===== src/rtl/enc_par_pkg.sv =====
package enc_par_pkg;
  localparam int unsigned WORD_W_DEF    = 16;
  localparam int unsigned NUM_WORDS_DEF = 5;
endpackage


===== src/rtl/par_store.sv =====
module par_store #(
  parameter int unsigned WORD_W    = 16,
  parameter int unsigned NUM_WORDS = 5,
  localparam int unsigned PTR_W    = $clog2(NUM_WORDS)
) (
  input  logic                        clk_i,
  input  logic                        rst_ni,
  input  logic                        load_i,
  input  logic [NUM_WORDS*WORD_W-1:0] load_data_i,
  input  logic [PTR_W-1:0]            sel_i,
  output logic [WORD_W-1:0]           word_o
);
  logic [WORD_W-1:0] words [NUM_WORDS];

  for (genvar g = 0; g < NUM_WORDS; g++) begin : g_word
    always_ff @(posedge clk_i or negedge rst_ni) begin
      if (!rst_ni)     words[g] <= '0;
      else if (load_i) words[g] <= load_data_i[g*WORD_W +: WORD_W];
    end
  end

  always_comb begin
    word_o = '0;
    for (int i = 0; i < NUM_WORDS; i++)
      if (sel_i == PTR_W'(i)) word_o = words[i];
  end
endmodule


===== src/rtl/par_rd_ptr.sv =====
module par_rd_ptr #(
  parameter int unsigned NUM_WORDS = 5,
  localparam int unsigned PTR_W    = $clog2(NUM_WORDS)
) (
  input  logic             clk_i,
  input  logic             rst_ni,
  input  logic             load_i,
  input  logic             adv_i,
  output logic [PTR_W-1:0] ptr_o
);
  localparam logic [PTR_W-1:0] LAST = PTR_W'(NUM_WORDS - 1);

  always_ff @(posedge clk_i or negedge rst_ni) begin
    if (!rst_ni)     ptr_o <= '0;
    else if (load_i) ptr_o <= '0;        // new parity restarts readout
    else if (adv_i)  ptr_o <= (ptr_o == LAST) ? '0 : ptr_o + 1'b1;
  end
endmodule


===== src/rtl/par_rdy_flag.sv =====
module par_rdy_flag (
  input  logic clk_i,
  input  logic rst_ni,
  input  logic set_i,
  input  logic clr_i,
  output logic rdy_o
);
  always_ff @(posedge clk_i or negedge rst_ni) begin
    if (!rst_ni)     rdy_o <= 1'b0;
    else if (set_i)  rdy_o <= 1'b1;      // set wins over clear
    else if (clr_i)  rdy_o <= 1'b0;
  end
endmodule


===== src/rtl/enc_in_gate.sv =====
module enc_in_gate #(
  parameter int unsigned WORD_W = 16
) (
  input  logic              clk_i,
  input  logic              rst_ni,
  input  logic              en_i,
  input  logic              valid_i,
  input  logic [WORD_W-1:0] data_i,
  output logic              valid_o,
  output logic [WORD_W-1:0] data_o
);
  always_ff @(posedge clk_i or negedge rst_ni) begin
    if (!rst_ni) begin
      valid_o <= 1'b0;
      data_o  <= '0;
    end else begin
      valid_o <= valid_i & en_i;
      if (valid_i & en_i) data_o <= data_i;
    end
  end
endmodule


===== src/rtl/enc_par_fifo.sv =====
module enc_par_fifo
  import enc_par_pkg::*;
#(
  parameter int unsigned WORD_W    = WORD_W_DEF,
  parameter int unsigned NUM_WORDS = NUM_WORDS_DEF,
  localparam int unsigned PTR_W    = $clog2(NUM_WORDS),
  localparam int unsigned BLK_W    = NUM_WORDS * WORD_W
) (
  input  logic              clk_i,
  input  logic              rst_ni,
  input  logic              enc_en_i,
  input  logic              data_valid_i,
  input  logic [WORD_W-1:0] data_i,
  input  logic              pkt_first_i,
  output logic              enc_valid_o,
  output logic [WORD_W-1:0] enc_data_o,
  input  logic              par_done_i,
  input  logic [BLK_W-1:0]  par_data_i,
  output logic              par_rdy_o,
  input  logic              rd_en_i,
  output logic [WORD_W-1:0] rd_data_o
);
  logic [PTR_W-1:0]  rd_ptr;
  logic [WORD_W-1:0] cur_word;
  logic              first_beat;

  assign first_beat = data_valid_i & pkt_first_i & enc_en_i;

  par_store #(.WORD_W(WORD_W), .NUM_WORDS(NUM_WORDS)) u_store (
    .clk_i, .rst_ni,
    .load_i      (par_done_i),
    .load_data_i (par_data_i),
    .sel_i       (rd_ptr),
    .word_o      (cur_word)
  );

  par_rd_ptr #(.NUM_WORDS(NUM_WORDS)) u_ptr (
    .clk_i, .rst_ni,
    .load_i (par_done_i),
    .adv_i  (rd_en_i & par_rdy_o),
    .ptr_o  (rd_ptr)
  );

  par_rdy_flag u_rdy (
    .clk_i, .rst_ni,
    .set_i (par_done_i),
    .clr_i (first_beat),
    .rdy_o (par_rdy_o)
  );

  enc_in_gate #(.WORD_W(WORD_W)) u_gate (
    .clk_i, .rst_ni,
    .en_i    (enc_en_i),
    .valid_i (data_valid_i),
    .data_i  (data_i),
    .valid_o (enc_valid_o),
    .data_o  (enc_data_o)
  );

  always_ff @(posedge clk_i or negedge rst_ni) begin
    if (!rst_ni)      rd_data_o <= '0;
    else if (rd_en_i) rd_data_o <= cur_word;
  end
endmodule


===== config.mk =====
export PLATFORM = sky130hd
export DESIGN_NAME = enc_par_fifo
export DESIGN_NICKNAME = d
export VERILOG_FILES = /design/src/rtl/enc_par_pkg.sv /design/src/rtl/par_store.sv /design/src/rtl/par_rd_ptr.sv /design/src/rtl/par_rdy_flag.sv /design/src/rtl/enc_in_gate.sv /design/src/rtl/enc_par_fifo.sv
export SDC_FILE = /design/constraint.sdc
export NUM_CORES = 1
export LEC_CHECK = 0
export ABC_AREA = 1
export ABC_CLOCK_PERIOD_IN_PS = 1800
export CORE_ASPECT_RATIO = 1.2
export CORE_MARGIN = 2
export CORE_UTILIZATION = 44
export DETAILED_ROUTE_END_ITERATION = 8
export PLACE_DENSITY = 0.76
export SETUP_SLACK_MARGIN = 0.02
export SYNTH_ARGS = -nofsm -noshare
export SYNTH_HDL_FRONTEND = slang
export SYNTH_SLANG_ARGS = --single-unit

===== constraint.sdc =====
create_clock -name clk_i -period 1.8 [get_ports clk_i]
set_clock_uncertainty 0.15 [all_clocks]
set_input_delay 0.27 -clock clk_i [delete_from_list [all_inputs] [get_ports clk_i]]
set_output_delay 0.27 -clock clk_i [all_outputs]
set_load 0.005 [all_outputs]

Yosys cells after proc, flatten, opt, wreduce, memory -nomap -nowiden --
Cells that the tools add are included.
Operators by class: add/subtract/negate cells 1, multipliers 0, div/mod/pow operators 0, magnitude comparators 0, equality and inequality tests 4, shift operators 0, muxes and demuxes 10, bitwise operators 4, reduce and logical (&&, ||, !) cells 3
Operators by type and width (count):
- two-way mux 16 bit | 5
- two-way mux 3 bit | 3
- == test 3 x 2 -> 1 bit, second input constant | 2
- AND 1 bit | 4
- nonzero test 2 bit | 2
- adder 3 x 1 -> 3 bit, second input constant | 1
- == test 3 x 1 -> 1 bit, second input constant | 1
- == test 3 bit, second input constant | 1
- logical NOT 3 bit | 1
- two-way mux 1 bit | 2
Storage, ports and cells: register bits 117, latch bits 0, memory bits (writable) 0, bits in read-only memories 0, input bits 103, output and inout bits 34, logic and storage cells 32, memories 0

Depth between registers and ports, before layout --
Gate-level depths: netlist of run 1.
depth in word-level cells 6, depth in mapped cells 12, gate-level depth less buffers 10

Cells and area by module --
From an unflattened synthesis of run 1, not the netlist that was laid out.
Unflattened totals: cell total of the unflattened synthesis 522, area total of the unflattened synthesis 5246.3 µm²
By module, submodules not included:
- par_store | times used 1, cells an instance 348, area each 3646.0 µm², sequential area each 2001.9 µm²
- enc_in_gate | times used 1, cells an instance 72, area each 714.4 µm², sequential area each 425.4 µm²
- enc_par_fifo | times used 1, cells an instance 73, area each 663.1 µm², sequential area each 400.4 µm²
- par_rd_ptr | times used 1, cells an instance 24, area each 182.7 µm², sequential area each 75.1 µm²
- par_rdy_flag | times used 1, cells an instance 5, area each 40.0 µm², sequential area each 25.0 µm²

Least setup slack after synthesis of run 1 --
No wires, ideal clock.
path kind reg-to-reg, start register u_ptr.ptr_o[2], end register rd_data_o[11], library setup time 0.117 ns, data arrival time 1.411 ns, data required time 1.533 ns, path slack 0.122 ns, cell stages (with the launch flop) 11, path buffers 2, clock period less this slack 1.678 ns, path through dfrtp_1 -> inv_2 -> buf_2 -> ha_1 -> inv_1 -> clkbuf_1 -> o21ai_0 -> inv_1 -> nand2_1 -> nand2_1 -> nand2_1
On the way: word-level cells in the longest chain between the ends 6, elaborated cells between the ends (all ways) 10, those cells by class eq/ne (4); mux (5); reduce/logical (1)
RTL lines:
- start, declared | RTL line par_rd_ptr.sv:9 | output logic [PTR_W-1:0] ptr_o
- start signal, assigned | RTL line par_rd_ptr.sv:16 | else if (adv_i) ptr_o <= (ptr_o == LAST) ? '0 : ptr_o + 1'b1;
- logical NOT 3 bit | RTL line par_store.sv:25 | if (sel_i == PTR_W'(i)) word_o = words[i];
- two-way mux 16 bit (4 in a row) | RTL line par_store.sv:25
- two-way mux 16 bit * | RTL line par_store.sv:25
- end signal, assigned | RTL line enc_par_fifo.sv:62 | else if (rd_en_i) rd_data_o <= cur_word;
- end, declared | RTL line enc_par_fifo.sv:21 | output logic [WORD_W-1:0] rd_data_o
Every way passes the cells marked *; elsewhere a longest branch is shown, timed or not. A chain may end at the register's enable or synchronous reset.

Worst setup path in the final report of run 1 --
start register rd_data_o[6], end output rd_data_o[6]
No word-level cell between the ends.

==> results.tsv, run 1 <==
stage	metric	value	unit
outcome	status	completed	
placed_design	GPL Wtd Cong	0.861	
yosys	Mapped Cells	709	
global_routing	vias in the first global route	4760	
yosys	Synth Area in Simple Gates	27.3	%
yosys	mux share of post-synthesis cell area	0	%
cells_and_area	Filler Cell Count	1073	
yosys	register area share after synthesis	54.5	%
yosys	Netlist Area Pre-Place	5380	um2
clocking	CTS H-tree lvls	4	
global_routing	largest net degree at the start of global routing	65	
clocking	Worst-path clk slew	50	ps
routing	WL per Instance	13.6	um
routing	routed vias/inst	4.72	
clocking	Clock Latency Late Sink	410	ps
yosys	largest family of logic cells by synthesized area	simple AND/OR/NAND/NOR gates	
cells_and_area	area delta synth->final	43.4	%
clocking	# clock sinks	117	
sta	Worst-Margin Slew	372	ps
floorplanning	num ports	137	
global_routing	first-pass GRT wire length	23.3	mm
floorplanning	die span in y	125	um
global_routing	GRT Total Usage	22.3	%
worst_setup_path	Setup CP Type	flip-flop to primary output	
yosys	xor and xnor area share after synthesis	0	%
power_and_ir_drop	PwrDens	1040	nW/um2
yosys	register bit total from synthesis	117	
sta	RSZ-0062 raised after global routing	true	
sta	Final Max Slew Viols	0	
global_routing	initial antenna violation count	0	
yosys	adder-cell share of the synthesized area	1.16	%
sta	Min Clock Period, post-route	1730	ps
power_and_ir_drop	Pleak	3.96	nW
floorplanning	CORE AREA	12000	um2
global_routing	Congestion Overflow GR	0	
routing	Routed Antenna Nets	0	
routing	Starting DRT DRC Count	383	
worst_setup_path	crit-path cells	clkdlybuf4s50_1	
yosys	Mapped Nets	817	
routing	TritonRoute pass-1 iters	5	
sta	Fmax	578	MHz
job	max_cap viols	0	
worst_hold_path	HP Class	input port to async pin	
worst_setup_path	CP max FO	2	
worst_setup_path	worst path required time	1380	ps
clocking	CTS Buf Count	17	
power_and_ir_drop	Peak VDD IR	0.534	mV
routing	DRC	0	
placed_design	DP HPWL	9.79	mm
sta	setup_tns	0	ps
sta	final worst-path cycle share	96.1	%
cells_and_area	fin util	64.2	%
floorplanning	initial core utilization	44.8	%
routing	via count	4852	
clocking	CTS Buffer Depth	2	
worst_setup_path	CP max stage cell	clkdlybuf4s50_1	
worst_setup_path	Buffers & Inverters on Critical Path	1	
worst_setup_path	crit end category	primary output	
floorplanning	die area	13100	um2
routing	Routed WL	14.0	mm
worst_setup_path	CP top delay family	buffers and inverters	
floorplanning	num rows	44	
sta	WHS	126	ps
worst_setup_path	Worst Path Arrival	1310	ps
clocking	CTS tree	done	
cells_and_area	layout cells sized above 1	7.38	%
sta	Fin. Hold Viols	0	
worst_setup_path	CP max stage delay	520	ps
clocking	Root Driver	clkbuf_16	
cells_and_area	n_diodes	0	
yosys	YS warnings	0	
yosys	Synth cell types	18	
sta	Final Setup Violations	0	
placed_design	Port Buffer Count	136	
floorplanning	chip width	105	um
sta	Slew headroom	75.2	%
worst_setup_path	critical path launch point type	flip-flop	
yosys	compound-cell area share of the yosys netlist	7.94	%
yosys	Avg Inst Size Synth	7.58	um2
cells_and_area	Net count, final	962	
per-stage QoR:
| stage | power, mW | setup slack [ps] | area [um2] | std cells |
|---|---|---|---|---|
| after detailed placement | 4.46 | 75.2 | 7000 | 991 |
| after CTS | 8.05 | 22.4 | 7660 | 1026 |
| after global placement | 4.43 | 129 | 7000 | 991 |
| final | 8.01 | 69.6 | 7710 | 1028 |
| after global routing | 8.40 | -5.94 | 7710 | 1028 |
| after floorplan | 3.68 | 122 | 5380 | 709 |
logic make-up (layout without fill, tap and decap cells):
| logic type | Yosys count | count (layout) |
|---|---|---|
| buffers and inverters | 125 | 283 |
| flip-flops | 117 | 117 |
| AO/OA/AOI/OAI | 84 | 84 |
| AND/OR/NAND/NOR | 378 | 378 |
| adder cells (fa/ha/maj) | 5 | 5 |
cell usage after synthesis:
library cell / count / area (um2)
clkbuf_2: 1 / 5.00
ha_1: 5 / 62.6
inv_2: 2 / 7.51
o32ai_1: 1 / 8.76
nor2_2: 1 / 6.26
clkinv_1: 1 / 3.75
nor2_1: 1 / 3.75
o22ai_1: 2 / 12.5
nand2_1: 342 / 1280
buf_2: 19 / 95.1
clkbuf_1: 15 / 56.3
inv_1: 87 / 327
nand2_2: 1 / 6.26
dfrtp_1: 117 / 2930
nand3_1: 33 / 165
o21ai_1: 5 / 25.0
o21ai_0: 60 / 300
a21oi_1: 16 / 80.1
where the power goes:
part	switching (mW)	internal (mW)
Sequential	0.173	2.93
Clock	1.17	2.39
Combinational	0.647	0.711
Total	1.99	6.02
layer usage:
metal	GRT usage, %	share of wire (%)	wire (um)	vias up
met5	0	0	0	-
met4	7.84	1.7	239	0
met2	35.1	48	6720	178
li1	-	-	-	2443
met1	30.3	44	6160	2208
met3	5.21	5.9	829	23
flip-flops by register name, summed over array words and instances, names as in the netlist:
register        count
u_gate.data_o      16
u_ptr.ptr_o         3
u_rdy.rdy_o         1
rd_data_o          16
u_gate.valid_o      1
u_store.words      80
path summary, 6_finish.rpt:
check                      slack, ps  cells past startpoint                           from                             to
max                               70                      1       rd_data_o[6]$_DFFE_PN0P_                   rd_data_o[6]
max reg2reg                       80                     10     u_ptr.ptr_o[0]$_DFFE_PN0P_       rd_data_o[2]$_DFFE_PN0P_
min                              130                      2                         rst_ni  u_store.words[59]$_DFFE_PN0P_
min reg2reg                      320                      2  u_store.words[32]$_DFFE_PN0P_  u_store.words[32]$_DFFE_PN0P_
min in group clk_i               240                      3                      data_i[9]   u_gate.data_o[9]$_DFFE_PN0P_
max in group asynchronous        810                      3                         rst_ni  u_store.words[77]$_DFFE_PN0P_
what timing repair did:
action	in CTS	in global routing
gates cloned	0	1
endpoints found under the hold margin	120	0
endpoints found under the setup margin	1	14
hold buffers	2	0
buffers inserted	1	1
resized for setup	0	9
cells in the final DEF (no fill, tap or decap), types with 2 or more instances in the layout:
cell type        netlist  layout
nand2_1              342     342
clkdlybuf4s50_1        0     134
dfrtp_1              117     117
inv_1                 87      84
o21ai_0               60      58
nand3_1               33      33
clkbuf_16              0      17
a21oi_1               16      16
buf_4                  0      15
o21ai_1                5       7
buf_12                 0       7
clkinvlp_4             0       5
inv_2                  2       4
ha_1                   5       4
bufinv_16              0       4
o22ai_1                2       2
clkinv_4               0       2
clkbuf_8               0       2
clkinv_2               0       2
dlygate4sd3_1          0       2
buf_6                  0       2
area by class of cell:
class	instances	area, um2	area share [%]
flip-flops and latches	117	2930	38.0
clock buffers	20	457	5.92
inverters	90	342	4.43
repair buffers	161	1640	21.3
well taps	161	201	2.61
multi-input cells	467	1960	25.5
clock inverters	12	178	2.30
Note: power is estimated with default switching activity, not from simulation.
==> inputs of run 2 (changes only) <==
- CORE_ASPECT_RATIO: 1.2 -> default
==> run 2 against run 1 <==
Compared with the run above:
- design area shrank 1.5%
- count of clock-buffer cells in the layout up 3
- register-to-register slack is essentially flat
- first-iteration DRC count decreased by 1.0%
- critical path type unchanged
- combinational power is essentially flat
- total power down 3.9%
- highest routed layer unchanged
- fmax decreased by 1.1%
- sequential power barely moved
- wire length up 0.29%
- sequential share of layout area is 0.60 points higher
- critical endpoint is now rd_data_o[7]
==> results.tsv, run 2 (synthesis results as in run 1) <==
stage	metric	value	unit
routing	TritonRoute pass-1 iters	5	
worst_setup_path	critical path launch point type	flip-flop	
worst_setup_path	crit end category	primary output	
global_routing	first-pass GRT wire length	23.1	mm
clocking	Clock Latency Late Sink	410	ps
clocking	CTS H-tree lvls	4	
sta	final worst-path cycle share	97.2	%
cells_and_area	n_diodes	0	
cells_and_area	Final Instance Count excl. Fillers	1010	
global_routing	vias in the first global route	4900	
cells_and_area	max reg flops	80	
floorplanning	initial core utilization	44.9	%
routing	Starting DRT DRC Count	379	
clocking	CTS Buf Count	17	
cells_and_area	layout cells sized above 1	7.07	%
worst_setup_path	Buffers & Inverters on Critical Path	1	
floorplanning	chip width	115	um
cells_and_area	commonest cells after routing, fill and taps aside	342 x nand2_1, 133 x clkdlybuf4s50_1, 116 x dfrtp_1, 84 x inv_1, 57 x o21ai_0	
sta	Min Clock Period, post-route	1750	ps
sta	final worst setup slack	49.5	ps
clocking	CTS Buffer Depth	2	
routing	via count	4821	
routing	routed vias/inst	4.77	
sta	Fmax	571	MHz
routing	WL per Instance	13.9	um
cells_and_area	Filler Cell Count	1054	
sta	Final Setup Violations	0	
worst_setup_path	Reg2Reg Depth	9	
sta	Fin. Hold Viols	0	
placed_design	Port Buffer Count	136	
global_routing	GRT Total Usage	22.8	%
floorplanning	die area	13100	um2
cells_and_area	most common cell after layout, fill and taps aside	nand2_1	
worst_setup_path	Setup CP Type	flip-flop to primary output	
worst_hold_path	HP Class	input port to flip-flop	
power_and_ir_drop	PwrDens	1010	nW/um2
sta	Worst-Margin Slew	425	ps
sta	WHS	90.3	ps
cells_and_area	post-route cell area	7590	um2
cells_and_area	area delta synth->final	41.2	%
global_routing	Congestion Overflow GR	0	
floorplanning	die span in y	115	um
worst_setup_path	CP top delay family	buffers and inverters	
placed_design	# placed instances	978	
cells_and_area	combined area of the multi-input logic cells	1970	um2
sta	Slew headroom	71.7	%
power_and_ir_drop	overall power	7.70	mW
cells_and_area	fin util	63.5	%
worst_setup_path	CP max FO	2	
worst_setup_path	Worst Path Arrival	1330	ps
job	max_cap viols	0	
power_and_ir_drop	Peak VDD IR	0.615	mV
worst_hold_path	WHS Path Cells	4	
placed_design	placed instance area	6970	um2
worst_setup_path	CP max stage delay	520	ps
global_routing	largest net degree at the start of global routing	49	
sta	RSZ-0062 raised after global routing	false	
clocking	Root Driver	clkbuf_16	
floorplanning	CORE AREA	12000	um2
placed_design	dpl ws	125	ps
global_routing	initial antenna violation count	0	
sta	setup_tns	0	ps
placed_design	GPL Wtd Cong	0.896	
worst_setup_path	crit-path cells	clkdlybuf4s50_1	
cells_and_area	Net count, final	962	
worst_setup_path	CP max stage cell	clkdlybuf4s50_1	
floorplanning	num rows	40	
outcome	status	completed	
cells_and_area	Top Registers	u_store.words (80), rd_data_o (16), u_gate.data_o (16)	
clocking	CTS tree	done	
routing	DRC	0	
worst_setup_path	worst path required time	1380	ps
routing	Routed WL	14.0	mm
routing	Routed Antenna Nets	0	
floorplanning	num ports	137	
cells_and_area	Top reg by flops	u_store.words	
power_and_ir_drop	Pleak	3.93	nW
worst_setup_path	total stage count of the critical path	1	
placed_design	DP HPWL	10.1	mm
clocking	# clock sinks	117	
cells_and_area	Reg area	2930	um2
sta	Final Max Slew Viols	0	
clocking	Worst-path clk slew	60	ps
run 2: cell count changes in the layout (fill, tap and decap cells not counted), sizes merged:
cell and delta:
clkbuf +3, clkinvlp -3, bufinv -2, clkdlybuf4s50 -1, clkinv -1, dlygate4sd3 -1
dlymetal6s2s +1
run 2: worst paths after layout:
kind	from	to	slack (ps)
max reg2reg	u_ptr.ptr_o[0]$_DFFE_PN0P_	rd_data_o[5]$_DFFE_PN0P_	70
max	rd_data_o[7]$_DFFE_PN0P_	rd_data_o[7]	50
min	par_done_i	u_store.words[47]$_DFFE_PN0P_	90
max in group asynchronous	rst_ni	u_store.words[50]$_DFFE_PN0P_	700
min reg2reg	u_store.words[46]$_DFFE_PN0P_	u_store.words[46]$_DFFE_PN0P_	320
min in group asynchronous	rst_ni	u_gate.data_o[2]$_DFFE_PN0P_	190
run 2: repair_timing:
| item | in CTS | in global routing |
|---|---|---|
| endpoints found under the setup margin | 1 | 10 |
| hold buffers | 1 | 0 |
| hold endpoints to repair | 25 | 0 |
| resized for setup | 1 | 12 |
| pin swaps | 0 | 0 |
| cloned | 0 | 1 |
| buffers inserted | 1 | 1 |
run 2: where the power goes:
group          total (mW)  internal [mW]  switching [mW]
Sequential           3.11           2.93           0.181
Clock                3.24           2.14            1.10
Combinational        1.35          0.699           0.655
Total                7.70           5.77            1.93
run 2: layer usage:
metal  global-route usage (%)  share of wire, %  up-vias
li1                         -                 -     2433
met1                     28.7                43     2192
met2                     36.7                47      169
met3                     6.83               7.7       27
met4                     9.27               2.3        0
met5                        0                 0        -
run 2: cell type report:
cell class              instances  area share (%)
clock buffers                  23            6.43
clock inverters                 5           0.989
inverters                      90            4.50
multi-input cells             467            26.0
flip-flops and latches        117            38.6
well taps                     147            2.42
repair buffers                160            21.0
repair inverters                1          0.0989
==> inputs of run 3 (changes only) <==
- SETUP_SLACK_MARGIN: 0.02 -> default
==> run 3 against run 2 <==
Compared with the run above:
- via count is 0.62% lower
- first-iteration DRC count shrank 0.26%
- highest routed layer unchanged
- sequential share of layout area hardly changed
- critical path depth is the same
- combinational power barely moved
- count of clock-buffer cells in the layout is the same
- worst hold slack better by 1.1 ps
- flip-flop and latch count is the same
- worst setup slack worse by 1.4 ps
- sequential power hardly changed
- wire length decreased by 0.57%
- non-clock buffer count is the same
==> results.tsv, run 3 (synthesis results as in run 1) <==
stage	metric	value	unit
floorplanning	die span in y	115	um
global_routing	first-pass GRT wire length	23.1	mm
clocking	CTS Buf Count	17	
routing	Routed Antenna Nets	0	
power_and_ir_drop	Comb power frac	17.6	%
clocking	# clock sinks	117	
clocking	CTS H-tree lvls	4	
worst_setup_path	crit end category	primary output	
routing	WL per Instance	13.8	um
cells_and_area	layout cells sized above 1	6.95	%
sta	final worst-path cycle share	97.3	%
placed_design	placed instance area	6970	um2
clocking	Root Driver	clkbuf_16	
power_and_ir_drop	Pleak	3.92	nW
routing	Routed WL	13.9	mm
floorplanning	num rows	40	
cells_and_area	Top reg by flops	u_store.words	
cells_and_area	post-route cell area	7590	um2
routing	Starting DRT DRC Count	378	
cells_and_area	n_diodes	0	
power_and_ir_drop	sequential share of power	40.4	%
cells_and_area	max reg flops	80	
routing	DRC	0	
outcome	status	completed	
cells_and_area	area delta synth->final	41.1	%
sta	Worst-Margin Slew	423	ps
cells_and_area	most common cell after layout, fill and taps aside	nand2_1	
sta	Fmax	571	MHz
worst_setup_path	Buffers & Inverters on Critical Path	1	
sta	setup_tns	0	ps
clocking	Worst-path clk slew	50	ps
sta	WHS	91.3	ps
sta	Fin. Hold Viols	0	
routing	routed vias/inst	4.74	
cells_and_area	commonest cells after routing, fill and taps aside	342 x nand2_1, 134 x clkdlybuf4s50_1, 116 x dfrtp_1, 85 x inv_1, 58 x o21ai_0	
worst_hold_path	HP Class	input port to flip-flop	
routing	via count	4791	
clocking	Clock Latency Late Sink	410	ps
power_and_ir_drop	PwrDens	1010	nW/um2
sta	Slew headroom	71.8	%
floorplanning	die area	13100	um2
clocking	CTS Buffer Depth	2	
worst_setup_path	worst path required time	1380	ps
power_and_ir_drop	Peak VDD IR	0.615	mV
routing	TritonRoute pass-1 iters	4	
floorplanning	initial core utilization	44.9	%
global_routing	vias in the first global route	4897	
power_and_ir_drop	Switch Pwr	1.93	mW
worst_setup_path	R2R Setup Slk	90	ps
floorplanning	chip width	115	um
worst_setup_path	critical path launch point type	flip-flop	
sta	Final Setup Violations	0	
cells_and_area	Net count, final	962	
power_and_ir_drop	Sw Share	25.0	%
placed_design	GPL Wtd Cong	0.896	
placed_design	Port Buffer Count	136	
power_and_ir_drop	Internal	5.77	mW
global_routing	largest net degree at the start of global routing	49	
sta	Min Clock Period, post-route	1750	ps
worst_setup_path	crit-path cells	clkdlybuf4s50_1	
global_routing	initial antenna violation count	0	
worst_setup_path	CP max stage cell	clkdlybuf4s50_1	
cells_and_area	fin util	63.4	%
worst_setup_path	CP max FO	2	
worst_setup_path	Worst Path Arrival	1330	ps
clocking	CTS tree	done	
floorplanning	CORE AREA	12000	um2
placed_design	DP HPWL	10.1	mm
cells_and_area	Top Registers	u_store.words (80), rd_data_o (16), u_gate.data_o (16)	
global_routing	Congestion Overflow GR	0	
worst_setup_path	CP top delay family	buffers and inverters	
worst_setup_path	CP max stage delay	530	ps
sta	Final Max Slew Viols	0	
global_routing	GRT Total Usage	22.8	%
job	max_cap viols	0	
worst_setup_path	Setup CP Type	flip-flop to primary output	
power_and_ir_drop	Clock Power Share	42.0	%
floorplanning	num ports	137	
## run 3: changes by cell type in the layout (fill, tap and decap cells not counted), sizes merged
cell / delta
clkdlybuf4s50: +1
dlymetal6s2s: -1
## run 3: cell type report
class / count / area [um2]
clock buffer: 23 / 488
sequential: 117 / 2930
clock inverter: 5 / 75.1
tap: 147 / 184
fill: 1057 / 4370
timing repair inverter: 1 / 5.00
inverter: 90 / 342
multi-input combinational: 467 / 1970
timing repair buffer: 160 / 1590
## run 3: power groups by stage
stage,combinational (mW),clock [mW],sequential [mW]
after floorplan,0.580,0,3.10
after global placement,1.31,0,3.15
after detailed placement,1.33,0,3.15
after CTS,1.34,3.28,3.11
after global routing,1.52,3.41,3.14
final,1.35,3.23,3.11
## run 3: path summary, 6_finish.rpt
check                           depth (start not counted)                            end                          start
worst min-delay path                                    4  u_store.words[47]$_DFFE_PN0P_                     par_done_i
max in group asynchronous                               3  u_store.words[50]$_DFFE_PN0P_                         rst_ni
worst min register to register                          2  u_store.words[37]$_DFFE_PN0P_  u_store.words[37]$_DFFE_PN0P_
worst max register to register                          9       rd_data_o[5]$_DFFE_PN0P_     u_ptr.ptr_o[0]$_DFFE_PN0P_
worst max-delay path                                    1                   rd_data_o[7]       rd_data_o[7]$_DFFE_PN0P_
min in group asynchronous                               2   u_gate.data_o[2]$_DFFE_PN0P_                         rst_ni
## run 3: what timing repair did
item	CTS	global route
setup endpoints to repair	1	9
hold endpoints to repair	25	0
setup buffers	0	2
gates resized for setup	1	8
hold buffers	1	0
gates cloned	0	1
## run 3: through the flow
step / total power, mW / setup WS, ps / cells
after floorplan: 3.68 / 122 / 709
after global placement: 4.46 / 148 / 978
after detailed placement: 4.48 / 125 / 978
after CTS: 7.74 / 13.1 / 1007
after global routing: 8.08 / -2.35 / 1010
final: 7.69 / 48.1 / 1010
## run 3: metal layers
layer / GRT usage (%) / wire length, um / share of wire, % / up-vias
met5: 0 / 0 / 0 / -
met4: 9.27 / 305 / 2.2 / 0
met3: 6.83 / 995 / 7.2 / 24
met2: 36.7 / 6580 / 47 / 165
met1: 28.7 / 6030 / 43 / 2166
li1: - / - / - / 2436
